File: src/rtl/sc_t0_pkg.sv
package sc_t0_pkg;
  typedef enum logic [1:0] {
    ST_IDLE  = 2'd0,
    ST_SEND  = 2'd1,
    ST_GUARD = 2'd2
  } tx_state_e;
endpackage

File: src/rtl/sc_sync2.sv
module sc_sync2 #(
  parameter logic RST_VAL = 1'b1
) (
  input  logic clk_i,
  input  logic rst_ni,
  input  logic d_i,
  output logic q_o
);
  logic s1_q, s2_q;

  always_ff @(posedge clk_i or negedge rst_ni) begin
    if (!rst_ni) begin
      s1_q <= RST_VAL;
      s2_q <= RST_VAL;
    end else begin
      s1_q <= d_i;
      s2_q <= s1_q;
    end
  end

  assign q_o = s2_q;
endmodule

File: src/rtl/sc_etu_timer.sv
module sc_etu_timer #(
  parameter int ETU_W = 16
) (
  input  logic             clk_i,
  input  logic             rst_ni,
  input  logic             run_i,
  input  logic [ETU_W-1:0] div_i,
  output logic             bit_end_o,
  output logic             mid_o
);
  logic [ETU_W-1:0] cnt_q;

  assign bit_end_o = run_i && (cnt_q == div_i - 1'b1);
  assign mid_o     = run_i && (cnt_q == (div_i >> 1));

  always_ff @(posedge clk_i or negedge rst_ni) begin
    if (!rst_ni)                  cnt_q <= '0;
    else if (!run_i || bit_end_o) cnt_q <= '0;
    else                          cnt_q <= cnt_q + 1'b1;
  end
endmodule

File: src/rtl/sc_tx_frame.sv
module sc_tx_frame #(
  parameter int DATA_W  = 8,
  localparam int FRAME_W = DATA_W + 2,
  localparam int IDX_W   = $clog2(FRAME_W)
) (
  input  logic              clk_i,
  input  logic              rst_ni,
  input  logic              load_i,
  input  logic [DATA_W-1:0] data_i,
  input  logic [IDX_W-1:0]  idx_i,
  output logic              bit_o
);
  // frame: bit 0 start, then data LSB first, then even parity
  logic [FRAME_W-1:0] frame_q;

  always_ff @(posedge clk_i or negedge rst_ni) begin
    if (!rst_ni)     frame_q <= '1;
    else if (load_i) frame_q <= {^data_i, data_i, 1'b0};
  end

  assign bit_o = frame_q[idx_i];
endmodule

File: src/rtl/sc_t0_ctrl.sv
module sc_t0_ctrl
  import sc_t0_pkg::*;
#(
  parameter int FRAME_W = 10,
  parameter int RETRY_W = 4,
  localparam int IDX_W  = $clog2(FRAME_W)
) (
  input  logic               clk_i,
  input  logic               rst_ni,
  input  logic               wr_i,
  input  logic               clr_i,
  input  logic [RETRY_W-1:0] cap_i,
  input  logic               bit_end_i,
  input  logic               mid_i,
  input  logic               line_s_i,
  output tx_state_e          state_o,
  output logic [IDX_W-1:0]   bit_idx_o,
  output logic               load_o,
  output logic               err_o
);
  localparam logic [IDX_W-1:0] LAST_IDX = IDX_W'(FRAME_W - 1);

  tx_state_e          state_q;
  logic [IDX_W-1:0]   bit_idx_q;
  logic [1:0]         g_idx_q;
  logic               nack_q;
  logic [RETRY_W-1:0] cap_q, retries_q;
  logic               err_q;
  logic               nack_seen;
  logic [1:0]         g_last;

  assign load_o    = (state_q == ST_IDLE) && wr_i;
  assign nack_seen = (state_q == ST_GUARD) && mid_i && (g_idx_q == 2'd0) && !line_s_i;
  // a rejection stretches the guard time by one ETU
  assign g_last    = nack_q ? 2'd2 : 2'd1;

  always_ff @(posedge clk_i or negedge rst_ni) begin
    if (!rst_ni) begin
      state_q   <= ST_IDLE;
      bit_idx_q <= '0;
      g_idx_q   <= '0;
      nack_q    <= 1'b0;
      cap_q     <= '0;
      retries_q <= '0;
    end else begin
      unique case (state_q)
        ST_IDLE: begin
          if (wr_i) begin
            state_q   <= ST_SEND;
            bit_idx_q <= '0;
            retries_q <= '0;
            cap_q     <= cap_i;
          end
        end
        ST_SEND: begin
          if (bit_end_i) begin
            if (bit_idx_q == LAST_IDX) begin
              state_q <= ST_GUARD;
              g_idx_q <= '0;
              nack_q  <= 1'b0;
            end else begin
              bit_idx_q <= bit_idx_q + 1'b1;
            end
          end
        end
        ST_GUARD: begin
          if (nack_seen) nack_q <= 1'b1;
          if (bit_end_i) begin
            if (g_idx_q == g_last) begin
              if (!nack_q || retries_q == cap_q) begin
                state_q <= ST_IDLE;
              end else begin
                retries_q <= retries_q + 1'b1;
                state_q   <= ST_SEND;
                bit_idx_q <= '0;
              end
            end else begin
              g_idx_q <= g_idx_q + 1'b1;
            end
          end
        end
        default: state_q <= ST_IDLE;
      endcase
    end
  end

  always_ff @(posedge clk_i or negedge rst_ni) begin
    if (!rst_ni)        err_q <= 1'b0;
    else if (nack_seen) err_q <= 1'b1;
    else if (clr_i)     err_q <= 1'b0;
  end

  assign state_o   = state_q;
  assign bit_idx_o = bit_idx_q;
  assign err_o     = err_q;
endmodule

File: src/rtl/sc_t0_tx.sv
module sc_t0_tx
  import sc_t0_pkg::*;
#(
  parameter int DATA_W  = 8,
  parameter int ETU_W   = 16,
  parameter int RETRY_W = 4
) (
  input  logic               clk_i,
  input  logic               rst_ni,
  input  logic [ETU_W-1:0]   etu_div_i,
  input  logic [RETRY_W-1:0] retry_cap_i,
  input  logic [DATA_W-1:0]  data_i,
  input  logic               wr_i,
  input  logic               err_clr_i,
  input  logic               line_i,
  output logic               drive_low_o,
  output logic               ready_o,
  output logic               err_o
);
  localparam int FRAME_W = DATA_W + 2;
  localparam int IDX_W   = $clog2(FRAME_W);

  tx_state_e        state;
  logic [IDX_W-1:0] bit_idx;
  logic             load, bit_end, mid, line_s, frame_bit, in_guard;
  logic [ETU_W-1:0] div_q;

  always_ff @(posedge clk_i or negedge rst_ni) begin
    if (!rst_ni)   div_q <= ETU_W'(4);
    else if (load) div_q <= etu_div_i;
  end

  sc_sync2 #(.RST_VAL(1'b1)) u_sync (
    .clk_i (clk_i),
    .rst_ni(rst_ni),
    .d_i   (line_i),
    .q_o   (line_s)
  );

  sc_etu_timer #(.ETU_W(ETU_W)) u_timer (
    .clk_i    (clk_i),
    .rst_ni   (rst_ni),
    .run_i    (state != ST_IDLE),
    .div_i    (div_q),
    .bit_end_o(bit_end),
    .mid_o    (mid)
  );

  sc_tx_frame #(.DATA_W(DATA_W)) u_frame (
    .clk_i (clk_i),
    .rst_ni(rst_ni),
    .load_i(load),
    .data_i(data_i),
    .idx_i (bit_idx),
    .bit_o (frame_bit)
  );

  sc_t0_ctrl #(.FRAME_W(FRAME_W), .RETRY_W(RETRY_W)) u_ctrl (
    .clk_i    (clk_i),
    .rst_ni   (rst_ni),
    .wr_i     (wr_i),
    .clr_i    (err_clr_i),
    .cap_i    (retry_cap_i),
    .bit_end_i(bit_end),
    .mid_i    (mid),
    .line_s_i (line_s),
    .state_o  (state),
    .bit_idx_o(bit_idx),
    .load_o   (load),
    .err_o    (err_o)
  );

  assign in_guard    = (state == ST_GUARD);
  assign drive_low_o = (state == ST_SEND) && !frame_bit;
  assign ready_o     = (state == ST_IDLE);
endmodule

File: config.mk
export PLATFORM = sky130hd
export DESIGN_NAME = sc_t0_tx
export DESIGN_NICKNAME = d
export VERILOG_FILES = /design/src/rtl/sc_t0_pkg.sv /design/src/rtl/sc_sync2.sv /design/src/rtl/sc_etu_timer.sv /design/src/rtl/sc_tx_frame.sv /design/src/rtl/sc_t0_ctrl.sv /design/src/rtl/sc_t0_tx.sv
export SDC_FILE = /design/constraint.sdc
export NUM_CORES = 1
export LEC_CHECK = 0
export BUFFER_PORTS_ARGS = -buffer_cell sky130_fd_sc_hd__buf_2
export CAP_MARGIN = 10
export CORE_UTILIZATION = 43
export CTS_BUF_LIST = sky130_fd_sc_hd__clkbuf_16
export DETAILED_ROUTE_END_ITERATION = 7
export SETUP_SLACK_MARGIN = 0.02
export SLEW_MARGIN = 10
export SYNTH_ARGS = -nofsm -noshare
export SYNTH_HDL_FRONTEND = slang
export SYNTH_SLANG_ARGS = --single-unit
File: constraint.sdc
create_clock -name clk_i -period 3.2 [get_ports clk_i]
set_input_delay 0.32 -clock clk_i [delete_from_list [all_inputs] [get_ports clk_i]]
set_output_delay 0.32 -clock clk_i [all_outputs]
set_load 0.02 [all_outputs]
Yosys cells after proc, flatten, opt, wreduce, memory -nomap -nowiden:

Cells that the tools add are included.

* add/sub/neg operators: 5
* order comparisons: 1
* eq/ne operators: 16
* mux-type cells: 33
* reduce and logical (&&, ||, !) cells: 27

Operators with widths (number)
* 4-bit two-way mux: 9
* 2-bit two-way mux: 10
* 16-bit by 1-bit adder with 16-bit output (second input constant): 1
* 16-bit by 15-bit equality test with 1-bit output: 1
* 16-bit equality test: 1
* 16-bit two-way mux: 1
* 16-bit by 1-bit subtractor with 16-bit output (second input constant): 1
* 5-bit AND reduction: 3
* 4-bit one-hot mux with 3 select lines: 1
* 2-bit by 1-bit != test with 1-bit output (second input constant): 5
* 4-bit by 1-bit adder with 4-bit output (second input constant): 2
* 2-bit != test (second input constant): 4
* 4-bit one-hot mux with 2 select lines: 1
* 2-bit nonzero test: 4
* 8-bit parity: 1
* 1-bit logical AND: 7
* 1-bit two-way mux: 7
* 7-bit AND reduction: 1
* 2-bit one-hot mux with 3 select lines: 1
* 4-bit by 5-bit < comparator with 1-bit output (second input constant): 1
* 1-bit binary-select mux with 4-bit select: 1
* 4-bit equality test: 1
* 4-bit equality test (second input constant): 1
* 1-bit zero test: 4
* 11 further kinds: 13

* register bits after elaboration: 62
* input bits: 33
* output and inout port bits: 3
* logic and storage cells: 94

Depth between registers and ports, before layout:

Gate-level depths: netlist of the first run.

* word-level depth: 7
* depth in mapped cells: 11
* gate-level depth less buffers: 10

Hierarchy:

From an unflattened synthesis of the first run, not the netlist that was laid out.

* cell total of the unflattened synthesis: 366
* area total of the unflattened synthesis: 3846.2 µm²

Modules (own cells, without submodules)
* sc_etu_timer: times used 1, cells an instance 198, area each 1625.3 µm², sequential area each 400.4 µm²
* sc_t0_ctrl: times used 1, cells an instance 93, area each 980.9 µm², sequential area each 450.4 µm²
* sc_t0_tx: times used 1, cells an instance 37, area each 668.1 µm², sequential area each 401.6 µm²
* sc_tx_frame: times used 1, cells an instance 36, area each 519.2 µm², sequential area each 262.8 µm²
* sc_sync2: times used 1, cells an instance 2, area each 52.6 µm², sequential area each 52.6 µm²

Worst setup path before layout of the first run:

No wires, ideal clock.

* kind: reg-to-reg
* start: register div_q[0]
* end: register u_ctrl.retries_q[1]
* library setup time: 0.079 ns
* arrival time: 2.635 ns
* required time: 3.121 ns
* path slack: 0.485 ns
* cell stages (with the launch flop): 11
* buffers on the path: 0
* clock period less this slack: 2.715 ns
* cell sequence: dfrtp_1 > inv_1 > ha_1 > or3b_2 > or4_1 > o32ai_1 > o21ba_4 > nor4_4 > nand3_2 > nand2_2 > mux2i_1

* longest elaborated chain between the ends: 5

RTL lines
* from (decl): line sc_t0_tx.sv:26 `logic [ETU_W-1:0] div_q;`
* from (signal assigned): line sc_t0_tx.sv:30 `else if (load) div_q <= etu_div_i;`
* 16-bit by 1-bit subtractor with 16-bit output: line sc_etu_timer.sv:13 `assign bit_end_o = run_i && (cnt_q == div_i - 1'b1);`
* 16-bit equality test: line sc_etu_timer.sv:13
* 1-bit logical AND: line sc_etu_timer.sv:13
* 2-bit by 1-bit != test with 1-bit output (no source line)
* 5-bit AND reduction (no source line)
* to (signal assigned): line sc_t0_ctrl.sv:73 `retries_q <= retries_q + 1'b1;`
* to (decl): line sc_t0_ctrl.sv:27 `logic [RETRY_W-1:0] cap_q, retries_q;`

No other way between the ends.
A chain may end at the register's enable or synchronous reset.

Worst setup path in the final report of the first run:

* start: register div_q[0]
* end: register u_ctrl.retries_q[3]

The elaborated chain is that of the path after synthesis.

==> metrics.csv, run 1 <==
metric,value,unit
Routability Congestion,0.880,
Crit Path Max Fanout,5,
# diodes,0,
CTS tree,built,
final instance area,4340,um^2
Synth async-reset ratio,100,%
Tot Pwr,1840,uW
Final #Nets,497,
Hold Path Stages,1,
Worst Hold Class,in -> reg,
vias in the first global route,2833,
Slew Limit Fails,0,
TritonCTS Buffers,9,
share of power burned in registers,42.8,%
syn_area_per_cell,8.75,um^2
CP startpoint kind,flop,
Routed Wire Length,8250,um
I/O Buffers,35,
area of the core,8380,um^2
Total GRT Usage,20.5,%
reg-to-reg setup timing slack,250,ps
post-synthesis xor/xnor area fraction,13.8,%
internal power,1480,uW
FP Rows,33,
width of the die,96.0,um
Placed Area,4030,um^2
static leakage,0.00196,uW
Post-Layout Cell Count,568,
worst hold slack,89.7,ps
CTS clock-pin slew for the worst setup and hold paths,60,ps
Root Driver,clkbuf_16,
Setup crit start,div_q[0],
endpoints failing hold,0,
drt wl/cell,14.5,um
Combinational Power Share,2.8,%
largest net degree at the start of global routing,63,
Final setup violation count,0,
Synth Register Bits,62,
largest family of logic cells by synthesized area,simple AND/OR/NAND/NOR gates,
Switching Fraction,19.7,%
P_sw,364,uW
worst clock skew,7.41,ps
Synth Flop Type,dfrtp_1,
CTS Buffer Depth,2,
antenna violations before repair,0,
die area,9210,um^2
post-synth top area cell,dfrtp_1,
reg2reg start,div_q[0],
FF-to-FF path depth,10,
Vias,2971,
sequential fraction of the synthesis area,41.3,%
Period minus WS final,2950,ps
clk_lat worst skew,330,ps
Synth Net Count,473,
Netlist cell types,55,
Die Height,96.0,um
Final Cycle Share,92.2,%
reg-to-reg endpoint,u_ctrl.retries_q[3],
max_slew headroom,48.0,%
Critical Setup Path Class,reg -> reg,
synthesized-area fraction occupied by adder cells,1.98,%
mux cell area share after synthesis,1.98,%
Worst Hold Launch,line_i,
share of the synthesized area in the top cell type,32.3,%
Post-synth EDFFs,0,
sink of the worst hold path,u_sync.s1_q,
most frequent cell after synthesis,nand2_1,
top post-synthesis cells by count,"104 x nand2_1, 49 x dfrtp_1, 34 x xnor2_1",
starting density of the core,45.3,%
DRC,0,
Via density,5.23,
Crit. End Element,flop,
simple-gate share of the synthesized area,28.2,%
DRT Pass-1 Iters,4,
total grt overflow,0,
CP arrival,3210,ps
achievable frequency,339,MHz
layout cells sized above 1,17.9,%
RSZ-0062 raised after global routing,yes,
Max-Cap Viols,0,
Ports,36,
Worst Tran Pin Value,780,ps
drt initial violations,127,
clock power share,54.4,%
first-pass GRT wire length,14000,um
DP HPWL,6030,um
H-tree depth,3,
Area contributors post-synth,"dfrtp_1 32%, nand2_1 10%, dfstp_2 9.0%",
Synth Area in Compound Gates,8.27,%
Worst VDD drop,225,uV
P per Cell Area,425,nW/um^2
Crit path required time,3460,ps
Post-Place Cells,552,
Post-Synthesis Cells,434,
outcome,"complete, no violations",
fillcell total,806,
Post-Syn Area,3800,um^2
area grow syn2layout,14.3,%
Yosys warnings,0,
post-route antenna net violation count,0,
setup_tns,0,ps
clock sinks,62,
-- flip-flops by register name (all words and copies together), names as in the netlist --
name,cells
u_ctrl.cap_q,4
u_ctrl.bit_idx_o,4
u_ctrl.state_o,2
div_q,16
u_ctrl.retries_q,4
u_ctrl.g_idx_q,2
u_frame.frame_q,10
u_sync.q_o,1
u_sync.s1_q,1
u_ctrl.nack_q,1
u_timer.cnt_q,16
u_ctrl.err_o,1
-- area by class of cell --
class / instances / area, um^2 / area share, %
Clock buffer: 9 / 225 / 5.19
Clock inverter: 7 / 80.1 / 1.84
Inverter: 13 / 48.8 / 1.12
Multi-Input combinational cell: 331 / 2070 / 47.6
Sequential cell: 62 / 1570 / 36.1
Tap cell: 105 / 131 / 3.03
Timing Repair Buffer: 41 / 220 / 5.07
-- per-stage QoR --
stage          setup WS [ps]  utilization, %
6_report                 248            51.8
2_1_floorplan            485               -
5_1_grt                 17.6            51.8
4_1_cts                  236            51.7
3_3_place_gp             319            48.1
3_5_place_dp             238            48.1
-- worst max-delay path: stages (launching register included) --
cell       delay (ps)
dfrtp_1           410
inv_1             110
ha_1              240
or3b_2            500
or4_1             420
o32ai_1           140
o21ba_4           220
a2111oi_4         410
o21ai_2            90
and3b_1           200
nor3_2            140
-- cell families (layout without fill, tap and decap cells) --
group	count (synthesis)	count (layout)
adder cells (fa/ha/maj)	6	6
flip-flops	62	62
buffers and inverters	41	70
XOR/XNOR	60	60
AND/OR/NAND/NOR	219	219
multiplexers	5	5
AO/OA/AOI/OAI	41	41
-- what timing repair did --
item                                    4_1_cts  5_1_grt
resized for setup                             0        1
endpoints found under the setup margin        0        6
hold buffers                                  0        0
buffers inserted                              0        0
-- how the worst max path moves through the flow --
stage	endpoint	slack [ps]	depth (start not counted)
2_1_floorplan	u_ctrl.retries_q[1]	490	10
3_3_place_gp	u_ctrl.retries_q[1]	320	10
3_5_place_dp	u_ctrl.retries_q[3]	240	10
4_1_cts	u_ctrl.retries_q[1]	240	10
5_1_grt	u_ctrl.bit_idx_o[3]	20	8
6_report	u_ctrl.retries_q[3]	250	10
-- cells in the final DEF, fill, tap and decap left out, types with 2 or more instances in the layout --
cell | Yosys | final
or4_1 | 3 | 3
inv_1 | 13 | 14
nor2b_1 | 3 | 3
o41ai_1 | 2 | 2
dfrtp_1 | 49 | 49
nor4b_1 | 2 | 2
o31ai_1 | 4 | 4
nor2_1 | 33 | 33
nor4_2 | 2 | 2
xor2_1 | 26 | 26
mux4_2 | 2 | 2
dfstp_2 | 13 | 13
clkbuf_16 | 0 | 9
mux2i_1 | 3 | 3
and3b_1 | 2 | 2
buf_4 | 0 | 6
nor4_1 | 8 | 8
xnor2_1 | 34 | 34
nand3_1 | 15 | 15
ha_1 | 6 | 6
a21oi_1 | 5 | 5
buf_2 | 6 | 35
o21ai_0 | 14 | 14
and2_1 | 2 | 2
nor3_1 | 8 | 8
or3_1 | 5 | 5
o32ai_1 | 2 | 2
clkinv_1 | 0 | 3
bufinv_16 | 0 | 2
nand2_1 | 104 | 104
and3_1 | 5 | 5
nand4_1 | 12 | 12
o211ai_1 | 2 | 2
nand2b_1 | 3 | 3
-- power groups by stage --
| stage | clock, uW | combinational, uW | sequential [uW] |
|---|---|---|---|
| floorplan | 0 | 14.9 | 801 |
| global placement | 0 | 53.9 | 801 |
| detailed placement | 0 | 54.2 | 801 |
| CTS | 1020 | 54.5 | 788 |
| global route | 1060 | 60.5 | 788 |
| finish | 1000 | 52.5 | 789 |
-- metal layers --
layer	up-vias	global-route usage (%)	part of all wire (%)
met5	-	0	0
met4	0	9.95	2.4
met3	15	3.48	4.6
met2	75	29.5	42
met1	1361	29.7	51
li1	1520	-	-
Power figures use the tool's default switching activity.
==> run 2: changes to the inputs <==
PLACE_DENSITY = 0.69   (was default)
==> metrics.csv, run 2 (synthesis gave the netlist of run 1 again) <==
metric,value,unit
Worst Hold Launch,line_i,
I/O Buffers,35,
Combinational Power Share,3.0,%
achievable frequency,337,MHz
vias in the first global route,2957,
area of the core,8380,um^2
Placed Area,4030,um^2
die area,9210,um^2
Met3 Routed Length,392,um
Worst Tran Pin Value,1080,ps
CTS tree,built,
Hold Buf Count CTS,0,
DRC,0,
met2 wire length,3800,um
Hold Path Stages,1,
max_slew headroom,27.7,%
largest net degree at the start of global routing,49,
FF-to-FF path depth,10,
reg2reg start,div_q[1],
reg-to-reg setup timing slack,230,ps
Final Cycle Share,92.8,%
Max-Cap Viols,0,
DR top layer,met4,
endpoints failing hold,0,
Slew Limit Fails,0,
width of the die,96.0,um
Post-Place Cells,552,
reg-to-reg endpoint,u_ctrl.bit_idx_o[3],
P per Cell Area,417,nW/um^2
Period minus WS final,2970,ps
H-tree depth,3,
Crit. End Element,flop,
Via density,5.31,
RSZ-0062 raised after global routing,yes,
clk_lat worst skew,330,ps
Total GRT Usage,20.9,%
starting density of the core,45.3,%
FP Rows,33,
CP arrival,3220,ps
Routed Wire Length,8290,um
CTS Buffer Depth,2,
"most common cell after layout, fill and taps aside",nand2_1,
first-pass GRT wire length,14500,um
CP startpoint kind,flop,
share of power burned in registers,43.7,%
pre-CTS setup slack,203,ps
total grt overflow,0,
biggest regs,"div_q x16, u_timer.cnt_q x16, u_frame.frame_q x10",
antenna violations before repair,0,
Worst Hold Class,in -> reg,
final instance area,4330,um^2
clock sinks,62,
DP HPWL,6030,um
outcome,"complete, no violations",
Ports,36,
static leakage,0.00195,uW
DRT Pass-1 Iters,4,
CP Cell Sequence,"inv_1, ha_1, or3b_2, or4_1, o32ai_1, o21ba_4, nor2_2, nand2_1, or3_1, a21oi_1",
"commonest non-fill, non-tap cells in the layout","104 x nand2_1, 49 x dfrtp_1, 35 x buf_2",
Post-Layout Cell Count,568,
clock power share,53.4,%
Routability Congestion,0.900,
Crit Path Max Fanout,6,
# diodes,0,
setup_tns,0,ps
Final setup violation count,0,
CTS clock-pin slew for the worst setup and hold paths,60,ps
sink of the worst hold path,u_sync.s1_q,
Die Height,96.0,um
area grow syn2layout,14.1,%
P_sw,388,uW
TritonCTS Buffers,9,
Critical-path top delay cell,or3b_2,
Final #Nets,497,
Max stage delay on crit path,500,ps
layout cells sized above 1,18.6,%
final worst slack,230,ps
Vias,3017,
Met1 Wirelength,3980,um
internal power,1420,uW
post-route antenna net violation count,0,
Root Driver,clkbuf_16,
drt initial violations,166,
Crit path required time,3450,ps
Worst VDD drop,207,uV
worst clock skew,7.86,ps
drt wl/cell,14.6,um
Critical Setup Path Class,reg -> reg,
Switching Fraction,21.5,%
[run 2: cell count changes in the layout (fill, tap and decap cells not counted), sizes merged]
cell,previous run,this run
bufinv,2,1
clkinv,4,3
clkinvlp,0,1
inv,14,15
[run 2: worst max-delay path: cells and delay by family, from the launching register on]
kind / cells / cell delay (ps)
simple gates: 5 / 1620
compound gates: 3 / 500
buf+inv: 1 / 110
flops: 1 / 430
fa+ha+maj: 1 / 220
[run 2: per-stage QoR]
| stage | hold WS (ps) | total power, uW | utilization (%) |
|---|---|---|---|
| 2_1_floorplan | 24.4 | 816 | - |
| 3_3_place_gp | 348 | 856 | 48.1 |
| 3_5_place_dp | 351 | 857 | 48.1 |
| 4_1_cts | 83.5 | 1830 | 51.6 |
| 5_1_grt | 81.8 | 1870 | 51.7 |
| 6_report | 93.7 | 1810 | 51.7 |
[run 2: worst max path at each step]
stage,from,endpoint,slack [ps],depth (start not counted)
CTS,div_q[1],u_ctrl.retries_q[1],160,10
detailed placement,div_q[1],u_ctrl.retries_q[1],200,10
floorplan,div_q[0],u_ctrl.retries_q[1],490,10
global placement,div_q[0],u_ctrl.retries_q[1],310,10
finish,div_q[1],u_ctrl.bit_idx_o[3],230,10
global route,div_q[1],u_ctrl.bit_idx_o[3],20,10
[run 2: metal layers]
metal	up-vias	track usage, %
li1	1515	-
met1	1412	29.3
met2	78	32.1
met3	12	4.50
met4	0	6.84
met5	-	0
[run 2: area by class of cell]
| type | count | area [um^2] |
|---|---|---|
| clock inverter | 7 | 72.6 |
| inverter | 13 | 48.8 |
| sequential | 62 | 1570 |
| fill | 782 | 4050 |
| multi-input combinational | 331 | 2070 |
| clock buffer | 9 | 225 |
| timing repair buffer | 41 | 220 |
| tap | 105 | 131 |
[run 2: repair_timing]
item | CTS | global route
setup endpoints to repair | 0 | 5
resized for setup | 0 | 1
buffers inserted | 0 | 0
[run 2: power groups by stage]
stage,Sequential [uW],Combinational (uW),Clock (uW)
final,788,53.9,964
after global routing,788,61.7,1020
after CTS,788,56.4,984
after detailed placement,801,55.1,0
after global placement,801,54.7,0
after floorplan,801,14.9,0
